**config.mk**
```make
export PLATFORM = sky130hd
export DESIGN_NAME = fpe_err_handshake
export DESIGN_NICKNAME = d
export VERILOG_FILES = /design/src/rtl/fpe_pkg.sv /design/src/rtl/fpe_port_decode.sv /design/src/rtl/fpe_status_reg.sv /design/src/rtl/fpe_irq_ctrl.sv /design/src/rtl/fpe_err_handshake.sv
export SDC_FILE = /design/constraint.sdc
export NUM_CORES = 1
export LEC_CHECK = 0
export BUFFER_PORTS_ARGS = -buffer_cell sky130_fd_sc_hd__buf_2
export CAP_MARGIN = 0
export CELL_PAD_IN_SITES_DETAIL_PLACEMENT = 1
export CELL_PAD_IN_SITES_GLOBAL_PLACEMENT = 1
export CORE_AREA = 5 5 62 64
export DETAILED_ROUTE_END_ITERATION = 10
export DIE_AREA = 0 0 67 69
export GPL_ROUTABILITY_DRIVEN = 0
export GPL_TIMING_DRIVEN = 1
export PLACE_DENSITY = 0.82
export SYNTH_ARGS = -nofsm -noshare
export SYNTH_HDL_FRONTEND = slang
export SYNTH_SLANG_ARGS = --single-unit
```
**constraint.sdc**
```tcl
create_clock -name clk_i -period 1.3 [get_ports clk_i]
set_input_delay 0.065 -clock clk_i [delete_from_list [all_inputs] [get_ports clk_i]]
set_output_delay 0.065 -clock clk_i [all_outputs]
set_load 0.01 [all_outputs]
```
**src/rtl/fpe_pkg.sv**
```systemverilog
package fpe_pkg;
  localparam int unsigned SW_W    = 16;
  localparam int unsigned TOP_W   = 3;
  localparam int unsigned TOP_LSB = 11;
  localparam int unsigned ES_BIT  = 7;
  localparam int unsigned BUSY_BIT = 15;
  localparam logic [SW_W-1:0] TOP_MASK = ((SW_W)'((1 << TOP_W) - 1)) << TOP_LSB;
endpackage

```
**src/rtl/fpe_port_decode.sv**
```systemverilog
module fpe_port_decode #(
  parameter int unsigned ADDR_W   = 16,
  parameter logic [ADDR_W-1:0] ERR_PORT = 'h00F0
) (
  input  logic              io_wr_i,
  input  logic [ADDR_W-1:0] io_addr_i,
  output logic              port_hit_o
);
  // reads never decode
  assign port_hit_o = io_wr_i && (io_addr_i == ERR_PORT);
endmodule

```
**src/rtl/fpe_status_reg.sv**
```systemverilog
module fpe_status_reg
  import fpe_pkg::*;
(
  input  logic             clk_i,
  input  logic             rst_ni,
  input  logic             num_err_i,
  input  logic             sw_load_i,
  input  logic [SW_W-1:0]  sw_data_i,
  input  logic             push_i,
  output logic [SW_W-1:0]  fsw_o,
  output logic [TOP_W-1:0] top_o
);
  logic [SW_W-1:0]  fsw_d, fsw_q;
  logic [TOP_W-1:0] top_d, top_q;

  always_comb begin
    fsw_d = fsw_q;
    top_d = top_q;
    if (sw_load_i) begin
      top_d            = sw_data_i[TOP_LSB +: TOP_W];
      fsw_d            = sw_data_i & ~TOP_MASK;
      fsw_d[BUSY_BIT]  = sw_data_i[ES_BIT];
    end else if (push_i) begin
      top_d = top_q - 1'b1;
    end
    // a simultaneous error wins over the loaded summary bit
    if (num_err_i) begin
      fsw_d[ES_BIT]   = 1'b1;
      fsw_d[BUSY_BIT] = 1'b1;
    end
  end

  always_ff @(posedge clk_i or negedge rst_ni) begin
    if (!rst_ni) begin
      fsw_q <= '0;
      top_q <= '0;
    end else begin
      fsw_q <= fsw_d;
      top_q <= top_d;
    end
  end

  assign fsw_o = fsw_q;
  assign top_o = top_q;
endmodule

```
**src/rtl/fpe_irq_ctrl.sv**
```systemverilog
module fpe_irq_ctrl (
  input  logic clk_i,
  input  logic rst_ni,
  input  logic num_err_i,
  input  logic native_en_i,
  input  logic port_hit_i,
  input  logic es_clr_i,
  output logic irq_o,
  output logic ignne_o,
  output logic exc_o
);
  logic irq_q, ignne_q, exc_q;
  logic irq_d, ignne_d;
  logic err_set;

  assign err_set = num_err_i && !native_en_i && !ignne_q;

  always_comb begin
    irq_d   = irq_q;
    ignne_d = ignne_q;
    if (err_set)    irq_d = 1'b1;
    if (es_clr_i)   begin irq_d = 1'b0; ignne_d = 1'b0; end
    if (port_hit_i) begin irq_d = 1'b0; ignne_d = 1'b1; end
  end

  always_ff @(posedge clk_i or negedge rst_ni) begin
    if (!rst_ni) begin
      irq_q   <= 1'b0;
      ignne_q <= 1'b0;
      exc_q   <= 1'b0;
    end else begin
      irq_q   <= irq_d;
      ignne_q <= ignne_d;
      exc_q   <= num_err_i && native_en_i;
    end
  end

  assign irq_o   = irq_q;
  assign ignne_o = ignne_q;
  assign exc_o   = exc_q;
endmodule

```
**src/rtl/fpe_err_handshake.sv**
```systemverilog
module fpe_err_handshake
  import fpe_pkg::*;
#(
  parameter int unsigned ADDR_W = 16,
  parameter logic [ADDR_W-1:0] ERR_PORT = 'h00F0
) (
  input  logic              clk_i,
  input  logic              rst_ni,
  input  logic              num_err_i,
  input  logic              native_en_i,
  input  logic              io_wr_i,
  input  logic              io_rd_i,
  input  logic [ADDR_W-1:0] io_addr_i,
  input  logic              sw_load_i,
  input  logic [SW_W-1:0]   sw_data_i,
  input  logic              push_i,
  output logic              irq_o,
  output logic              ferr_o,
  output logic              ignne_o,
  output logic              exc_o,
  output logic [TOP_W-1:0]  top_o,
  output logic [SW_W-1:0]   fsw_o
);
  logic port_hit;
  logic es_clr;
  logic rd_unused;

  assign rd_unused = io_rd_i;  // reads carry no side effect
  assign es_clr    = sw_load_i && !sw_data_i[ES_BIT] && !num_err_i;

  fpe_port_decode #(.ADDR_W(ADDR_W), .ERR_PORT(ERR_PORT)) u_dec (
    .io_wr_i    (io_wr_i),
    .io_addr_i  (io_addr_i),
    .port_hit_o (port_hit)
  );

  fpe_status_reg u_sw (
    .clk_i     (clk_i),
    .rst_ni    (rst_ni),
    .num_err_i (num_err_i),
    .sw_load_i (sw_load_i),
    .sw_data_i (sw_data_i),
    .push_i    (push_i),
    .fsw_o     (fsw_o),
    .top_o     (top_o)
  );

  fpe_irq_ctrl u_irq (
    .clk_i       (clk_i),
    .rst_ni      (rst_ni),
    .num_err_i   (num_err_i),
    .native_en_i (native_en_i),
    .port_hit_i  (port_hit),
    .es_clr_i    (es_clr),
    .irq_o       (irq_o),
    .ignne_o     (ignne_o),
    .exc_o       (exc_o)
  );

  // error output tracks the stored summary bit
  assign ferr_o = fsw_o[ES_BIT];
endmodule

```
* Word-level counts from Yosys, hierarchy flattened
Cells that the tools add are included.
** Word-level totals
- Bits in registers :: 19
- Bits in writable memories :: 0
- Memories kept :: 0
- Input port bits :: 40
- ROM bits :: 0
- Bits in latches :: 0
** Cells by class
- Bitwise logic cells :: 0
- Shift-type cells :: 0
- $lt $le $gt $ge :: 0
- $mul :: 0
- Multiplexer cells :: 10
- Reduce and logical (&&, ||, !) cells :: 14
- Divide/modulo/power cells :: 0
- Eq/ne operators :: 1
- $add $sub $neg :: 1
** Operators by type and width (number)
- 16-bit by 8-bit equality test with 1-bit output (second input constant) :: 1
- 16-bit two-way mux :: 1
- 1-bit two-way mux :: 7
- 1-bit logical AND :: 6
- 3-bit two-way mux :: 2
- 2-bit nonzero test :: 3
- 1-bit zero test :: 4
- 3-bit nonzero test :: 1
- 3-bit by 1-bit subtractor with 3-bit output (second input constant) :: 1

* Logic depth before layout (Yosys ltp)
Gate-level depths: netlist (run 1).
- Depth after elaboration :: 6
- Mapped depth :: 5
- Gate-level depth less buffers :: 5

* Cells and area by module
A second synthesis (run 1) with hierarchy kept.
** Unflattened totals
- Cell total of the unflattened synthesis :: 66
- Area total of the unflattened synthesis :: 868.3 um^2
** By module, submodules not included
- fpe_status_reg :: area each 668.1 um^2, cells an instance 49, instances 1
- fpe_irq_ctrl :: area each 117.6 um^2, cells an instance 9, instances 1
- fpe_port_decode :: area each 62.6 um^2, cells an instance 6, instances 1
- fpe_err_handshake :: area each 20.0 um^2, cells an instance 2, instances 1

* Least setup slack after synthesis (run 1)
Ideal clock, no wire load.
- Path type :: reg-to-reg
- Start point :: register u_sw.top_q[0] (netlist: u_sw.top_o[0])
- End point :: register u_sw.top_q[1] (netlist: u_sw.top_o[1])
- Buffers on the path :: 0
- Data arrival time :: 0.954 ns
- Period minus slack after synthesis :: 1.037 ns
- Cell stages (with the launch flop) :: 6
- Required time :: 1.217 ns
- Path slack :: 0.263 ns
- Path through :: dfrtp_1 inv_1 ha_1 nand2_1 o21ai_0 o21ai_0
** On the way
- Cells in the longest elaborated chain, start to end :: 3
** Ends and longest elaborated chain
- start: declaration :: line fpe_status_reg.sv:14 : logic [TOP_W-1:0] top_d, top_q;
- start signal: assignment :: line fpe_status_reg.sv:39 : top_q <= top_d;
- 3-bit by 1-bit subtractor with 3-bit output :: line fpe_status_reg.sv:24 : top_d = top_q - 1'b1;
- 3-bit two-way mux :: line fpe_status_reg.sv:23 : end else if (push_i) begin
- 3-bit two-way mux :: line fpe_status_reg.sv:19 : if (sw_load_i) begin
No other way between the ends. The select of a mux whose other input is x is not followed.
A chain may end at the register's enable or synchronous reset.

* Worst setup path in the final report (run 1)
- Start point :: input port sw_data_i[7]
- End point :: register u_irq.irq_q (netlist: u_irq.irq_o)
** On the way
- Cells in the longest elaborated chain, start to end :: 5
- Elaborated cells between the ends (all ways) :: 6
** Ends and longest elaborated chain
- start: declaration :: line fpe_err_handshake.sv:15 : input logic [SW_W-1:0] sw_data_i,
- 1-bit zero test (*) :: line fpe_err_handshake.sv:29 : assign es_clr = sw_load_i && !sw_data_i[ES_BIT] && !num_err_i;
- 1-bit logical AND (*) (2 in a row) :: line fpe_err_handshake.sv:29
- 1-bit two-way mux :: line fpe_irq_ctrl.sv:22 : if (es_clr_i) begin irq_d = 1'b0; ignne_d = 1'b0; end
- 1-bit two-way mux :: line fpe_irq_ctrl.sv:23 : if (port_hit_i) begin irq_d = 1'b0; ignne_d = 1'b1; end
- end signal: assignment :: line fpe_irq_ctrl.sv:32 : irq_q <= irq_d;
- end: declaration :: line fpe_irq_ctrl.sv:12 : logic irq_q, ignne_q, exc_q;
Mark *: on every way between the ends. The rest lies on a longest branch, timed or not.

==> impl_metrics.tcl, run 1 <==
set metrics [dict create \
    first_iter_violations 15 \
    cp_data_required_time_ns 1.49 \
    post-synth-top-area-cell "dfrtp_1" \
    min_path_type "input port to flip-flop" \
    timing_worst_setup_path_type "input port to flip-flop" \
    outcome "finished, final reports clean" \
    dieArea_mm2 0.00462 \
    clkSinkCount 18 \
    finalNonFillerCells 186 \
    critPathTopFamily "buffers and inverters" \
    slowest_delay_ns 0.54 \
    yosysWarnings 0 \
    cts_tree "done" \
    worstPathCellList "dlygate4sd3_1, buf_2, or3b_1, o21ai_1, o21ba_1" \
    layout.nets 183 \
    diodes 0 \
    synthCells 66 \
    ys_seq_area_frac 0.548 \
    synthesis.area_um2 822 \
    end_kind "flip-flop" \
    clk_latency_ns 0.29 \
    hp-start "io_addr_i[4]" \
    cp.arrival_ns 1.38 \
    n_fill_cell 377 \
    crit_start "sw_data_i[7]" \
    first_pass_iters 2 \
    fmax_mhz 839 \
    num_rows 21 \
    period_needed_ns 1.19 \
    p_leak_nw 0.660 \
    setup-tns-final_ns 0 \
    synth_edf_count 0 \
    core_area_mm2 0.00323 \
    drc 0 \
    drv_cap 0 \
    finalHoldViolations 0 \
    skew_ns 0.000129 \
    dieWidth_um 67 \
    wl_per_cell_um 14.3 \
    postCtsSetupBuffers 0 \
    cts_buffers 3 \
    antenna_found_initial 0 \
    total_power_w 0.00123 \
    vdd_drop_max_mv 0.377 \
    ys_types 24 \
    grt_overflow 0 \
    power_density_mw_per_mm2 929 \
    min_period_over_period 0.917 \
    area_growth_pct 61.3 \
    pin_count 63 \
    ys_seq_elements 18 \
    h-tree-depth 1 \
    grt_max_degree 20 \
    slew_violations 0 \
    rr_startpoint "u_sw.top_o[0]" \
    async_reset_ff_frac 1.00 \
    first_global_vias 919 \
    slowest_stage "dlygate4sd3_1" \
    drt_wl_total_um 2650 \
    io_buffers 57 \
    clk_path_buf_depth 2 \
    synth_top_area_frac 0.548 \
    vias 788 \
    drtAntennaViolNets 0 \
    seq_area_um2 450 \
    layout-drive-gt1-share 0.514 \
    cts-root-buf "clkbuf_4" \
    setup.worst_path.start_class "input port" \
    post_cts_resized 0 \
    path_clk_slew_ns 0.10 \
    grt_usage 0.116 \
    viasPerCell 4.24 \
    grt_setup_unrepaired "no" \
    synth_most_common_cell "dfrtp_1" \
    multi_input_area_um2 315 \
    netlist_top_cells_count "18 x dfrtp_1, 8 x mux2_2, 6 x buf_4, 6 x nand2_1, 4 x o21ai_0" \
    placed_cells 165 \
    initial_utilization 0.254 \
    setup_viol 0 \
    worst-path-buf-inv 2 \
    crit_fanout 2 \
    synthFlopType "dfrtp_1" \
    grt_pass1_wl_um 4060 \
    syn_area_per_cell_um2 12.5 \
    die_y_um 69 \
    synth.area.top_cells "dfrtp_1 55%, mux2_2 11%, buf_4 5.5%, mux2_4 5.5%, nand2_1 2.7%" \
]
==> metrics by stage <==
| step | area (um^2) | worst slack [ns] | hold slack, ns | util |
|---|---|---|---|---|
| 2_1_floorplan | 830 | 0.263 | -0.231 | - |
| 3_3_place_gp | 1120 | 0.295 | 0.0111 | 0.348 |
| 3_5_place_dp | 1120 | 0.202 | 0.0235 | 0.348 |
| 4_1_cts | 1230 | 0.132 | 0.00147 | 0.379 |
| 5_1_grt | 1330 | 0.0775 | 0.0388 | 0.410 |
| 6_report | 1330 | 0.108 | 0.0402 | 0.410 |
==> layout make-up <==
type	instances	share of cell area
timing repair buffer	76	0.357
tap	46	0.0434
sequential	18	0.340
inverter	2	0.00566
multi-input combinational	41	0.238
clock buffer	3	0.0170
==> logic make-up (layout without fill, tap and decap cells) <==
group | after synthesis | count (layout) | synth area share
adders and majority gates | 1 | 1 | 0.0152
DFF | 18 | 18 | 0.548
xor gates and xnor gates | 2 | 2 | 0.0213
and+or+nand+nor | 16 | 16 | 0.110
buffers and inverters | 9 | 81 | 0.0776
AOI/OAI and AO/OA | 8 | 8 | 0.0594
muxes | 11 | 11 | 0.164
other | 1 | 3 | 0.00456
==> path summary, 6_finish.rpt <==
path	end	slack (ns)	cells past startpoint
worst min-delay path	u_irq.ignne_o	0.04	3
worst max-delay path	u_irq.irq_o	0.11	5
min in group asynchronous	u_sw.fsw_o[14]	0.23	2
worst min register to register	u_sw.fsw_o[14]	0.51	1
worst max register to register	u_sw.top_o[2]	0.19	5
max in group asynchronous	u_sw.fsw_o[4]	0.78	2
==> cell usage in the layout, fill, tap and decap left out, types with 2 or more instances in the layout <==
master and n:
dfrtp_1 18, inv_1 2, mux2_4 3, o21ai_1 2
dlygate4sd3_1 18, clkbuf_4 3, nand2_1 6, mux2_2 8
o21ai_0 4, conb_1 3, buf_2 57, nor4b_1 2
==> power breakdown <==
part,switching [W],total [W],leakage [nW],internal (W)
clock,0.000163,0.000270,0.0138,0.000108
sequential,0.0000315,0.000645,0.213,0.000613
combinational,0.000139,0.000317,0.433,0.000178
total,0.000333,0.00123,0.660,0.000899
==> state kept, by name, summed over array words and instances, names as in the netlist <==
| name | count |
|---|---|
| u_irq.exc_o | 1 |
| u_sw.top_o | 3 |
| u_sw.fsw_o | 12 |
| u_irq.irq_o | 1 |
| u_irq.ignne_o | 1 |
==> repair_timing <==
action                                  4_1_cts  5_1_grt
endpoints found under the hold margin        24       10
endpoints found under the setup margin        0        0
hold buffers                                  8       10
==> worst register-to-register path: cells and delay by family, from the launching register on <==
family	cells	cell delay, ns
XOR/XNOR	1	0.14
AO/OA/AOI/OAI	1	0.20
AND/OR/NAND/NOR	1	0.06
buffers and inverters	1	0.07
flip-flops	1	0.42
adder cells (fa/ha/maj)	1	0.14
==> metal layers <==
metal,up-vias,share of wire,GRT usage
li1,371,-,-
met1,373,0.32,0.107
met2,38,0.59,0.222
met3,6,0.069,0.0438
met4,0,0.024,0.0383
met5,-,0,0
Note: power is estimated with default switching activity, not from simulation.
==> run 2: changes to the inputs <==
--- a/config.mk
+++ b/config.mk
@@ -9,12 +9,12 @@
 export CAP_MARGIN = 0
 export CELL_PAD_IN_SITES_DETAIL_PLACEMENT = 1
 export CELL_PAD_IN_SITES_GLOBAL_PLACEMENT = 1
-export CORE_AREA = 5 5 62 64
+export CORE_AREA = 5 5 48 81
 export DETAILED_ROUTE_END_ITERATION = 10
-export DIE_AREA = 0 0 67 69
+export DIE_AREA = 0 0 53 86
 export GPL_ROUTABILITY_DRIVEN = 0
 export GPL_TIMING_DRIVEN = 1
-export PLACE_DENSITY = 0.82
+export PLACE_DENSITY = 0.83
 export SYNTH_ARGS = -nofsm -noshare
 export SYNTH_HDL_FRONTEND = slang
 export SYNTH_SLANG_ARGS = --single-unit
==> run 2 against run 1 <==
Effect of this change: worst hold slack worse by 0.0076 ns; die area down 1.4%; largest power group unchanged; clock skew rose by 0.00053 ns; register-to-register slack better by 0.04 ns; first-iteration DRC count shrank 80%; final area shrank 11%; via count is 11% lower; clock-buffer cell count grew 1; final cell count down 10%; critical path depth unchanged; global-route usage down 0.53 points; routed wire length down 16%.
==> impl_metrics.tcl, run 2 (same netlist as run 1, synthesis figures left out) <==
set metrics [dict create \
    outcome "finished, final reports clean" \
    wl_met2_um 1300 \
    critPathMostFrequentCell "o21ai_0" \
    diodes 0 \
    clk_latency_ns 0.25 \
    power_density_mw_per_mm2 1150 \
    clk_path_buf_depth 2 \
    drt_wl_total_um 2240 \
    clkSinkCount 18 \
    setup_viol 0 \
    cts-root-buf "clkbuf_8" \
    grt_max_degree 20 \
    largest_register_ffs 12 \
    min_period_over_period 0.820 \
    viasPerCell 4.19 \
    worst-path-buf-inv 1 \
    wl_met1_um 694 \
    first_iter_violations 3 \
    finalHoldViolations 0 \
    period_needed_ns 1.07 \
    whs_ns 0.0326 \
    drc 0 \
    layout.nets 166 \
    dieArea_mm2 0.00456 \
    route.met3.wl_um 251 \
    critPathTopFamily "flip-flops" \
    io_buffers 57 \
    min_path_type "input port to flip-flop" \
    first_pass_iters 2 \
    reg2reg_depth 5 \
    core_area_mm2 0.00314 \
    intPower_w 0.00103 \
    cp.depth 5 \
    cts_buffers 3 \
    p_seq_frac 0.471 \
    regToRegSetupSlack_ns 0.23 \
    grt_pass1_wl_um 3710 \
    placedInstanceArea_mm2 0.00112 \
    timing.final.ws_setup_ns 0.235 \
    vdd_drop_max_mv 0.730 \
    path_clk_slew_ns 0.07 \
    grt_usage 0.110 \
    pin_count 63 \
    rr_endpoint "u_sw.top_o[1]" \
    wl_per_cell_um 13.4 \
    worstPathCellList "inv_1, ha_1, nand2_1, o21ai_0, o21ai_0" \
    setup.worst_path.start_class "flip-flop" \
    design_area_mm2 0.00118 \
    setup-tns-final_ns 0 \
    die_y_um 86 \
    place_ws_ns 0.230 \
    dp_hpwl_um 1920 \
    slowest_stage "dfrtp_1" \
    cp_data_required_time_ns 1.47 \
    cp.arrival_ns 1.23 \
    area_growth_pct 44.1 \
    p_comb_frac 0.200 \
    grt_setup_unrepaired "no" \
    drv_cap 0 \
    final_cell_mix "57 x buf_2, 18 x dfrtp_1, 8 x mux2_2, 6 x nand2_1" \
    layout-drive-gt1-share 0.589 \
    slowest_delay_ns 0.38 \
    p_leak_nw 0.604 \
    p_switching_w 0.000339 \
    drtAntennaViolNets 0 \
    end_kind "flip-flop" \
    timing_worst_setup_path_type "flip-flop to flip-flop" \
    power_frac_clock 0.329 \
    swShare 0.248 \
    antenna_found_initial 0 \
    dieWidth_um 53 \
    crit_fanout 3 \
    dr.max_layer_used "met3" \
    crit_start "u_sw.top_o[0]" \
    vias 700 \
    endpoint "u_sw.top_o[1]" \
    initial_utilization 0.262 \
    fmax_mhz 939 \
    h-tree-depth 1 \
    cts_tree "done" \
    rr_startpoint "u_sw.top_o[0]" \
    final_common_cell "buf_2" \
    first_global_vias 816 \
    num_rows 27 \
    grt_overflow 0 \
    post_cts_resized 0 \
    skew_ns 0.000655 \
    slew_violations 0 \
]
run 2: final cells by class:
cell class / count / area [um^2]
flip-flops and latches: 18 / 450
well taps: 43 / 53.8
clock buffers: 4 / 55.1
multi-input cells: 41 / 315
fillers: 368 / 1960
inverters: 2 / 7.51
repair buffers: 59 / 303
run 2: power by group through the flow:
stage	combinational [W]	sequential, W	clock (W)
after detailed placement	0.000277	0.000656	0
after global routing	0.000307	0.000652	0.000507
after CTS	0.000281	0.000645	0.000483
after floorplan	0.000115	0.000680	0
after global placement	0.000264	0.000651	0
final	0.000273	0.000644	0.000450
run 2: worst register-to-register path: cells and delay by family, from the launching register on:
| family | cells | cell delay [ns] |
|---|---|---|
| AO/OA/AOI/OAI | 2 | 0.21 |
| adder cells (fa/ha/maj) | 1 | 0.29 |
| buffers and inverters | 1 | 0.05 |
| AND/OR/NAND/NOR | 1 | 0.05 |
| flip-flops | 1 | 0.38 |
run 2: worst min path at each step:
stage,depth (start not counted),end,from,slack [ns]
after floorplan,0,u_irq.exc_o,rst_ni,-0.23
after global placement,1,u_sw.fsw_o[14],rst_ni,0.02
after detailed placement,1,u_sw.fsw_o[4],rst_ni,0.02
after CTS,3,u_sw.top_o[2],sw_data_i[13],0.02
after global routing,2,u_sw.fsw_o[3],sw_data_i[3],0.03
final,3,u_sw.top_o[2],sw_data_i[13],0.03
run 2: layer usage:
metal | up-vias | GRT usage
li1 | 332 | -
met1 | 326 | 0.107
met2 | 42 | 0.206
met3 | 0 | 0.0400
met4 | 0 | 0.0349
met5 | - | 0
run 2: stage by stage:
stage                     cells  power [W]   util
after floorplan              68   0.000795      -
after global routing        167    0.00147  0.377
after detailed placement    162   0.000933  0.356
final                       167    0.00137  0.377
after global placement      162   0.000915  0.356
after CTS                   167    0.00141  0.377
run 2: timing repair:
| action | CTS | global route |
|---|---|---|
| setup buffers | 0 | 0 |
| hold buffers | 1 | 0 |
| hold endpoints to repair | 18 | 0 |
==> run 3: changes to the inputs <==
==> constraint.sdc (replaced) <==
create_clock -name clk_i -period 1 [get_ports clk_i]
set_input_delay 0.05 -clock clk_i [delete_from_list [all_inputs] [get_ports clk_i]]
set_output_delay 0.05 -clock clk_i [all_outputs]
set_load 0.01 [all_outputs]
==> run 3 against run 2 <==
Effect of this change: core utilization up 0.88 points; critical path type unchanged; non-clock buffer count up 3; clock power up 28%; clock-buffer cell count unchanged.
==> impl_metrics.tcl, run 3 (same netlist as run 1, synthesis figures left out) <==
set metrics [dict create \
    period_needed_ns 0.994 \
    wl_per_cell_um 12.9 \
    fmax_mhz 1010 \
    final_cell_mix "57 x buf_2, 18 x dfrtp_1, 8 x mux2_2, 6 x nand2_1, 5 x o21ai_1" \
    p_switching_w 0.000438 \
    rr_startpoint "u_sw.top_o[1]" \
    met2_usage 0.182 \
    core_area_mm2 0.00314 \
    slew_violations 0 \
    layout-drive-gt1-share 0.606 \
    met1_usage 0.116 \
    timing_worst_setup_path_type "flip-flop to flip-flop" \
    die_y_um 86 \
    first_iter_violations 2 \
    drt_wl_total_um 2200 \
    path_clk_slew_ns 0.07 \
    vias 726 \
    finalHoldViolations 0 \
    power_frac_clock 0.323 \
    h-tree-depth 1 \
    busiest_layer "met2" \
    num_rows 27 \
    grt_max_degree 19 \
    place_ws_ns -0.0133 \
    area_growth_pct 47.5 \
    outcome "finished, final reports clean" \
    vdd_drop_max_mv 0.871 \
    crit_fanout 2 \
    dieWidth_um 53 \
    antenna_found_initial 0 \
    pin_count 63 \
    power_density_mw_per_mm2 1480 \
    first_pass_iters 3 \
    clk_path_buf_depth 2 \
    p_seq_frac 0.466 \
    grt_setup_unrepaired "yes" \
    drc 0 \
    cp_data_required_time_ns 1.13 \
    p_comb_frac 0.211 \
    setup_viol 0 \
    grt_usage 0.106 \
    cts_buffers 3 \
    cp.arrival_ns 1.13 \
    whs_ns 0.0186 \
    end_kind "flip-flop" \
    initial_utilization 0.262 \
    p_leak_nw 0.621 \
    final_common_cell "buf_2" \
    grt_overflow 0 \
    min_period_over_period 0.994 \
    use_met3 0.0400 \
    setup.worst_path.start_class "flip-flop" \
    utilization 0.386 \
    hp-start "sw_data_i[12]" \
    first_global_vias 821 \
    timing.final.ws_setup_ns 0.00642 \
    dieArea_mm2 0.00456 \
    io_buffers 57 \
    skew_ns 0.00275 \
    drtAntennaViolNets 0 \
    intPower_w 0.00135 \
    setup-tns-final_ns 0 \
    grt_pass1_wl_um 3610 \
    swShare 0.244 \
    cts_tree "done" \
    dp_hpwl_um 1870 \
    clkSinkCount 18 \
    cts-root-buf "clkbuf_8" \
    drv_cap 0 \
    largest_register_ffs 12 \
    viasPerCell 4.27 \
    n_fill_cell 377 \
    clk_latency_ns 0.25 \
    diodes 0 \
    min_path_type "input port to flip-flop" \
    crit_start "u_sw.top_o[1]" \
    layout.nets 169 \
]
run 3: layout make-up:
class / instances / area [um^2] / area share
clock buffers: 4 / 55.1 / 0.0454
inverters: 2 / 7.51 / 0.00619
multi-input cells: 41 / 320 / 0.264
flip-flops and latches: 18 / 450 / 0.372
well taps: 43 / 53.8 / 0.0444
repair buffers: 62 / 325 / 0.268
run 3: repair_timing:
| action | CTS | global route |
|---|---|---|
| gates resized for setup | 0 | 1 |
| pin swaps | 1 | 0 |
| hold buffers | 1 | 0 |
| hold endpoints to repair | 18 | 0 |
| buffers inserted | 1 | 0 |
| endpoints found under the setup margin | 2 | 3 |
run 3: stage by stage:
stage	total power [W]	cell area, um^2	cells
after floorplan	0.00104	830	68
after global placement	0.00120	1130	164
after detailed placement	0.00122	1130	164
after CTS	0.00183	1210	170
after global routing	0.00191	1210	170
final	0.00179	1210	170
run 3: power by group through the flow:
| stage | registers (W) | clock network, W | logic (W) |
|---|---|---|---|
| 2_1_floorplan | 0.000884 | 0 | 0.000152 |
| 3_3_place_gp | 0.000844 | 0 | 0.000357 |
| 3_5_place_dp | 0.000849 | 0 | 0.000374 |
| 4_1_cts | 0.000836 | 0.000607 | 0.000387 |
| 5_1_grt | 0.000844 | 0.000644 | 0.000424 |
| 6_report | 0.000835 | 0.000578 | 0.000378 |
run 3: routing by layer:
metal / share of wire / vias up
met5: 0 / -
met4: 0.010 / 0
met3: 0.11 / 3
met2: 0.51 / 50
met1: 0.37 / 333
li1: - / 340
run 3: path summary, 6_finish.rpt:
kind	to	slack [ns]	cells after the start
setup / recovery	u_sw.top_o[2]	0.006	5
max in group asynchronous	u_sw.fsw_o[0]	0.46	2
hold reg to reg	u_sw.fsw_o[10]	0.51	1
min in group asynchronous	u_sw.fsw_o[4]	0.26	2
hold / removal	u_sw.top_o[1]	0.02	3
setup reg to reg	u_sw.top_o[2]	0.006	5
run 3: worst max-delay path, cell delays in order, from the launching register on:
cell and delay [ns]:
dfrtp_1 0.35, inv_1 0.05, ha_1 0.18, nand2_1 0.07
xor2_1 0.14, o21ai_1 0.08
